`src/rtl/peak_decim_pkg.sv`:
```
package peak_decim_pkg;
    localparam int unsigned PD_IN_W  = 19;
    localparam int unsigned PD_CMP_W = 16;
    localparam int unsigned PD_OUT_W = 10;
    localparam int unsigned PD_SH_W  = 2;

    typedef enum logic [1:0] {
        DIV_BY_1 = 2'd0,
        DIV_BY_2 = 2'd1,
        DIV_BY_4 = 2'd2,
        DIV_BY_8 = 2'd3
    } div_code_e;
endpackage

```
`src/rtl/peak_decim_window.sv`:
```
module peak_decim_window #(
    parameter int unsigned CMP_W = peak_decim_pkg::PD_CMP_W
) (
    input  logic             clk,
    input  logic             rst,
    input  logic             push,
    input  logic [CMP_W-1:0] din,
    input  logic             phase_sel,
    output logic [CMP_W-1:0] s_old,
    output logic [CMP_W-1:0] s_mid,
    output logic             full,
    output logic             keep_mid
);
    typedef struct packed {
        logic [CMP_W-1:0] newest;
        logic [CMP_W-1:0] older;
        logic [1:0]       fill;
        logic             par;
    } win_t;

    win_t win_d, win_q;

    always_comb begin
        win_d = win_q;
        if (push) begin
            win_d.older  = win_q.newest;
            win_d.newest = din;
            win_d.par    = ~win_q.par;
            if (win_q.fill != 2'd2) begin
                win_d.fill = win_q.fill + 2'd1;
            end
        end
    end

    always_ff @(posedge clk) begin
        if (rst) begin
            win_q <= '0;
        end else begin
            win_q <= win_d;
        end
    end

    // The stored newest sample becomes the middle sample once din arrives.
    assign s_old    = win_q.older;
    assign s_mid    = win_q.newest;
    assign full     = (win_q.fill == 2'd2);
    // par_q is the parity of the incoming sample's index; the middle sample is one earlier.
    assign keep_mid = full && ((~win_q.par) == phase_sel);

    assert_fill_bound_R7: assert property (@(posedge clk) disable iff (rst)
        win_q.fill != 2'd3);

    assert_par_toggle_R2: assert property (@(posedge clk) disable iff (rst)
        push |=> (win_q.par != $past(win_q.par)));
endmodule

```
`src/rtl/peak_decim_cmp.sv`:
```
module peak_decim_cmp #(
    parameter int unsigned CMP_W = peak_decim_pkg::PD_CMP_W
) (
    input  logic [CMP_W-1:0] s_old,
    input  logic [CMP_W-1:0] s_mid,
    input  logic [CMP_W-1:0] s_new,
    input  logic             peak_en,
    output logic [CMP_W-1:0] cand
);
    logic is_peak;

    // Strict test on the rising side, inclusive on the falling side: a plateau reports once.
    always_comb begin
        is_peak = (s_mid > s_old) && (s_mid >= s_new);
        if (!peak_en) begin
            cand = s_mid;
        end else if (is_peak) begin
            cand = s_mid;
        end else begin
            cand = '0;
        end
    end
endmodule

```
`src/rtl/peak_decim_scale.sv`:
```
module peak_decim_scale #(
    parameter int unsigned CMP_W = peak_decim_pkg::PD_CMP_W,
    parameter int unsigned OUT_W = peak_decim_pkg::PD_OUT_W,
    parameter int unsigned SH_W  = peak_decim_pkg::PD_SH_W
) (
    input  logic [CMP_W-1:0] din,
    input  logic [SH_W-1:0]  shamt,
    output logic [OUT_W-1:0] dout,
    output logic             ovf
);
    logic [CMP_W-1:0] shifted;

    always_comb begin
        shifted = din >> shamt;
        dout    = shifted[OUT_W-1:0];
    end

    generate
        if (CMP_W > OUT_W) begin : g_ovf
            assign ovf = |shifted[CMP_W-1:OUT_W];
        end else begin : g_no_ovf
            assign ovf = 1'b0;
        end
    endgenerate
endmodule

```
`src/rtl/peak_decim.sv`:
```
module peak_decim #(
    parameter int unsigned IN_W  = peak_decim_pkg::PD_IN_W,
    parameter int unsigned CMP_W = peak_decim_pkg::PD_CMP_W,
    parameter int unsigned OUT_W = peak_decim_pkg::PD_OUT_W,
    parameter int unsigned SH_W  = peak_decim_pkg::PD_SH_W
) (
    input  logic             clk,
    input  logic             rst,
    input  logic             in_valid,
    input  logic [IN_W-1:0]  in_data,
    input  logic             phase_sel,
    input  logic             peak_en,
    input  logic [SH_W-1:0]  div_code,
    output logic             out_valid,
    output logic [OUT_W-1:0] out_value,
    output logic             out_ovf
);
    localparam int unsigned DROP_W = IN_W - CMP_W;

    typedef struct packed {
        logic             valid;
        logic [OUT_W-1:0] value;
        logic             ovf;
    } res_t;

    logic [CMP_W-1:0] s_new, s_old, s_mid, cand, dummy_unused;
    logic [OUT_W-1:0] scaled;
    logic             full, keep_mid, scaled_ovf;
    res_t             res_d, res_q;

    assign s_new = in_data[IN_W-1:DROP_W];
    assign dummy_unused = '0;

    peak_decim_window #(.CMP_W(CMP_W)) u_win (
        .clk(clk), .rst(rst), .push(in_valid), .din(s_new), .phase_sel(phase_sel),
        .s_old(s_old), .s_mid(s_mid), .full(full), .keep_mid(keep_mid)
    );

    peak_decim_cmp #(.CMP_W(CMP_W)) u_cmp (
        .s_old(s_old), .s_mid(s_mid), .s_new(s_new), .peak_en(peak_en), .cand(cand)
    );

    peak_decim_scale #(.CMP_W(CMP_W), .OUT_W(OUT_W), .SH_W(SH_W)) u_scale (
        .din(cand), .shamt(div_code), .dout(scaled), .ovf(scaled_ovf)
    );

    always_comb begin
        res_d       = res_q;
        res_d.valid = in_valid && keep_mid;
        if (res_d.valid) begin
            res_d.value = scaled;
            res_d.ovf   = scaled_ovf;
        end
    end

    always_ff @(posedge clk) begin
        if (rst) begin
            res_q <= '0;
        end else begin
            res_q <= res_d;
        end
    end

    assign out_valid = res_q.valid;
    assign out_value = res_q.value;
    assign out_ovf   = res_q.ovf;

    assert_ready_follows_strobe_R8: assert property (@(posedge clk) disable iff (rst)
        $rose(out_valid) |-> $past(in_valid));

    assert_no_early_ready_R7: assert property (@(posedge clk) disable iff (rst)
        (in_valid && !full) |=> !out_valid);

    assert_single_ready_R2: assert property (@(posedge clk) disable iff (rst)
        out_valid |=> !out_valid);

    assert_zero_non_peak_R3: assert property (@(posedge clk) disable iff (rst)
        (in_valid && keep_mid && peak_en && !(s_mid > s_old)) |=> (out_value == '0 && !out_ovf));
endmodule

```
`config.mk`:
```
export PLATFORM = sky130hd
export DESIGN_NAME = peak_decim
export DESIGN_NICKNAME = d
export VERILOG_FILES = /design/src/rtl/peak_decim_pkg.sv /design/src/rtl/peak_decim_window.sv /design/src/rtl/peak_decim_cmp.sv /design/src/rtl/peak_decim_scale.sv /design/src/rtl/peak_decim.sv
export SDC_FILE = /design/constraint.sdc
export NUM_CORES = 1
export LEC_CHECK = 0
export BUFFER_PORTS_ARGS = -buffer_cell sky130_fd_sc_hd__buf_2
export CELL_PAD_IN_SITES_DETAIL_PLACEMENT = 1
export CELL_PAD_IN_SITES_GLOBAL_PLACEMENT = 2
export CORE_ASPECT_RATIO = 1.4
export CORE_MARGIN = 1
export CORE_UTILIZATION = 39
export CTS_CLUSTER_DIAMETER = 200
export DETAILED_ROUTE_END_ITERATION = 12
export GPL_TIMING_DRIVEN = 1
export PLACE_DENSITY = 0.9
export SYNTH_ARGS = -nofsm -noshare
export SYNTH_HDL_FRONTEND = slang
export SYNTH_HIERARCHICAL = 1
export SYNTH_SLANG_ARGS = --single-unit
```
`constraint.sdc`:
```
create_clock -name clk -period 3.4 [get_ports clk]
set_input_delay 0.34 -clock clk [delete_from_list [all_inputs] [get_ports clk]]
set_output_delay 0.34 -clock clk [all_outputs]
set_load 0.03 [all_outputs]
```
==> impl_metrics.env <==
export IMPL_synth_lib_cells_used_distinct=46
export IMPL_yosys_area_share_adder=0.115
export IMPL_placedInstanceArea_um2=3510
export IMPL_yosysTopAreaCell="sky130_fd_sc_hd__dfxtp_1"
export IMPL_die_height_um=115
export IMPL_synth_fp_nets=409
export IMPL_ff2ff_setup_slack_ns=0.37
export IMPL_timing_max_cap_violations=0
export IMPL_routed_wire_length_per_instance_um=15.5
export IMPL_syn_inst=350
export IMPL_grt_antenna_before_repair=0
export IMPL_place_congestion=0.759
export IMPL_gates_resized_cts_repair=0
export IMPL_multi_input_comb_area_um2=2080
export IMPL_clkTransAtPathRegs_ns=0.06
export IMPL_fp_coreArea_um2=8980
export IMPL_synthesis_area_um2=3590
export IMPL_vdd_drop_max_mv=0.243
export IMPL_layout_filler_cells=1024
export IMPL_finalSetupTns_ns=0
export IMPL_r2r_worst_path_cells=10
export IMPL_ant_nets=0
export IMPL_rsz_0062_raised_after_global_routing="no"
export IMPL_initial_utilization=0.400
export IMPL_vias=2428
export IMPL_cts_buffers=5
export IMPL_clock_latency_ns=0.29
export IMPL_cts_tree="built"
export IMPL_slew_viol_final=0
export IMPL_clk_path_buf_depth=2
export IMPL_detailedRoute_firstIterationViolations=41
export IMPL_final_hold_violation_count=0
export IMPL_synth_compound_area_share=0.107
export IMPL_clockRootBuffer="sky130_fd_sc_hd__clkbuf_16"
export IMPL_grt_max_degree=41
export IMPL_h_tree_levels=2
export IMPL_totalWireLength_um=7060
export IMPL_max_freq_mhz=330
export IMPL_detailedPlacementHpwl_um=5420
export IMPL_n_diodes=0
export IMPL_top_level_ports=38
export IMPL_postCtsSetupRepairBufs=0
export IMPL_setup_cp_type="flop to flop"
export IMPL_period_minus_slack_ns=3.03
export IMPL_synth_simple_gate_area_share=0.190
export IMPL_critical_path_reg2reg_startpoint="u_win/s_mid[14]"
export IMPL_type_of_the_tightest_min_delay_check="input port to flop"
export IMPL_synth_edf_count=0
export IMPL_vias_per_cell=5.32
export IMPL_yosys_most_used_dff="sky130_fd_sc_hd__dfxtp_1"
export IMPL_transition_time_at_the_pin_with_the_least_slew_margin_ns=0.802
export IMPL_fin_crit_sh=0.892
export IMPL_synth_mux_area_frac=0.164
export IMPL_clock_sink_count=47
export IMPL_synthXorXnorAreaFrac=0.00488
export IMPL_met3_wirelength_um=168
export IMPL_grt_first_pass_wirelength_um=12200
export IMPL_highest_signal_layer="met4"
export IMPL_regToRegEndpoint="out_value[2]"
export IMPL_ys_top_cells_by_area="sky130_fd_sc_hd__dfxtp_1 (26%), sky130_fd_sc_hd__ha_1 (12%), sky130_fd_sc_hd__mux2i_1 (8.9%)"
export IMPL_total_congestion_overflow_after_global_routing=0
export IMPL_drive_above_1_share=0.261
export IMPL_power_density_nw_per_um2=376
export IMPL_postCtsHoldBufs=0
export IMPL_die_w_um=83.1
export IMPL_run_status="complete, no violations"
export IMPL_min_delay_worst_endpoint="u_win/s_mid[1]"
export IMPL_routed_length_on_met1_um=2920
export IMPL_fin_nets=407
export IMPL_finish_instance_area_um2=3650
export IMPL_post_synth_cell_area_avg_um2=10.2
export IMPL_clock_skew_final_ns=0.00234
export IMPL_placement_rows=41
export IMPL_groute_usage_overall=0.159
export IMPL_remaining_drc_errors=0
export IMPL_critical_path_endpoint_type="flop"
export IMPL_synth_seq_cells=47
export IMPL_yosysSeqAreaShare=0.262
export IMPL_layout_area_overhead_vs_synth_pct=1.64
export IMPL_worst_slew_margin_relative_to_its_limit=0.465
export IMPL_setup_viol=0
export IMPL_worst_ep_arrival_time_ns=3.25
export IMPL_synth_largest_type_area_fraction=0.262
export IMPL_yosys_warnings=6
export IMPL_die_area_um2=9590
export IMPL_worstHoldStart="in_data[4]"
export IMPL_routed_wl_met2_um=3790
export IMPL_first_global_vias=2589
export IMPL_startpoint_type="flop"
export IMPL_buffer_ports_inserted=34
export IMPL_final_seq_area_um2=941
export IMPL_critPathMaxFanout=16
export IMPL_cp_required_ns=3.62
export IMPL_synth_async_sr_flop_share=0
export IMPL_synth_top_family_by_area="simple AND/OR/NAND/NOR gates"
export IMPL_cellLeakagePower_nw=1.62
export IMPL_detail_route_first_pass_iterations=4
export IMPL_timing_hold_worst_path_depth=3
## registers in the layout, indices dropped and copies added, names as in the netlist
register and cells:
out_valid 1, u_win/win_q 3, u_win/s_mid 16, out_value 10, out_ovf 1, u_win/s_old 16
## area by class of cell
type | count | share of cell area
sequential | 47 | 0.258
tap | 107 | 0.0367
clock buffer | 7 | 0.0364
timing repair buffer | 41 | 0.0611
clock inverter | 1 | 0.00137
inverter | 34 | 0.0350
multi-input combinational | 219 | 0.571
## worst max-delay path by stage
stage,from,endpoint,depth (start not counted)
5_1_grt,u_win/s_mid[14],out_value[2],10
4_1_cts,u_win/s_mid[14],out_value[2],10
3_5_place_dp,in_data[17],out_value[2],12
2_1_floorplan,u_win/s_mid[0],out_value[6],12
6_report,u_win/s_mid[14],out_value[2],10
3_3_place_gp,in_data[17],out_value[4],12
## power by group
part	switching [W]	internal, W	total [W]
Clock	0.000203	0.000272	0.000475
Combinational	0.000166	0.000131	0.000297
Sequential	0.0000233	0.000574	0.000597
Total	0.000392	0.000977	0.00137
## cells by family (layout without fill, tap and decap cells)
group                    after synthesis  count (layout)
AO/OA/AOI/OAI                         44              44
XOR/XNOR                               2               2
adder cells (fa/ha/maj)               33              33
buffers and inverters                 84              83
flip-flops                            47              47
multiplexers                          44              44
AND/OR/NAND/NOR                       96              96
## through the flow
stage                util  std cells  setup slack (ns)  hold slack, ns  power [W]
floorplan               -        350             0.668           0.409   0.000874
global placement    0.391        448             0.403           0.473   0.000895
detailed placement  0.391        448             0.303           0.482   0.000910
CTS                 0.406        456             0.373           0.301    0.00139
global route        0.406        456             0.185           0.298    0.00144
finish              0.406        456             0.369           0.305    0.00137
## Yosys cell counts (all sizes together), types with 2 or more instances
master	instances
ha	33
mux2i	32
a2111oi	2
nand4	5
and2b	2
buf	48
nand2	4
a21o	4
o221ai	2
nor3	2
inv	34
dfxtp	47
nand3	16
a21bo	11
nor4b	15
a21oi	21
nor2	39
clkbuf	2
mux4	10
nor2b	3
a211oi	2
nor4	5
mux2	2
## worst max-delay path, stage by stage, from the launching register on
cell	delay, ns
sky130_fd_sc_hd__dfxtp_1	0.35
sky130_fd_sc_hd__ha_1	0.36
sky130_fd_sc_hd__nand4_2	0.16
sky130_fd_sc_hd__or3_4	0.43
sky130_fd_sc_hd__nor4_4	0.21
sky130_fd_sc_hd__nor4_4	0.07
sky130_fd_sc_hd__buf_4	0.22
sky130_fd_sc_hd__nor4b_1	0.56
sky130_fd_sc_hd__mux4_2	0.38
sky130_fd_sc_hd__nand3_1	0.08
sky130_fd_sc_hd__a21oi_2	0.15
## per-layer routing
metal | up-vias | global-route usage
li1 | 1196 | -
met1 | 1185 | 0.171
met2 | 36 | 0.307
met3 | 11 | 0.0264
met4 | 0 | 0.0678
met5 | - | 0
## cells in the final DEF (no fill, tap or decap), drive strengths merged, types with 4 or more instances in the layout
master | Yosys | final
mux2i | 32 | 32
mux4 | 10 | 10
buf | 48 | 41
a21oi | 21 | 21
nand2 | 4 | 4
nor4 | 5 | 5
dfxtp | 47 | 47
inv | 34 | 34
clkbuf | 2 | 7
nor2 | 39 | 39
a21bo | 11 | 11
nand3 | 16 | 16
nand4 | 5 | 5
ha | 33 | 33
a21o | 4 | 4
nor4b | 15 | 15
No activity file was read; power rests on OpenSTA's default activity.
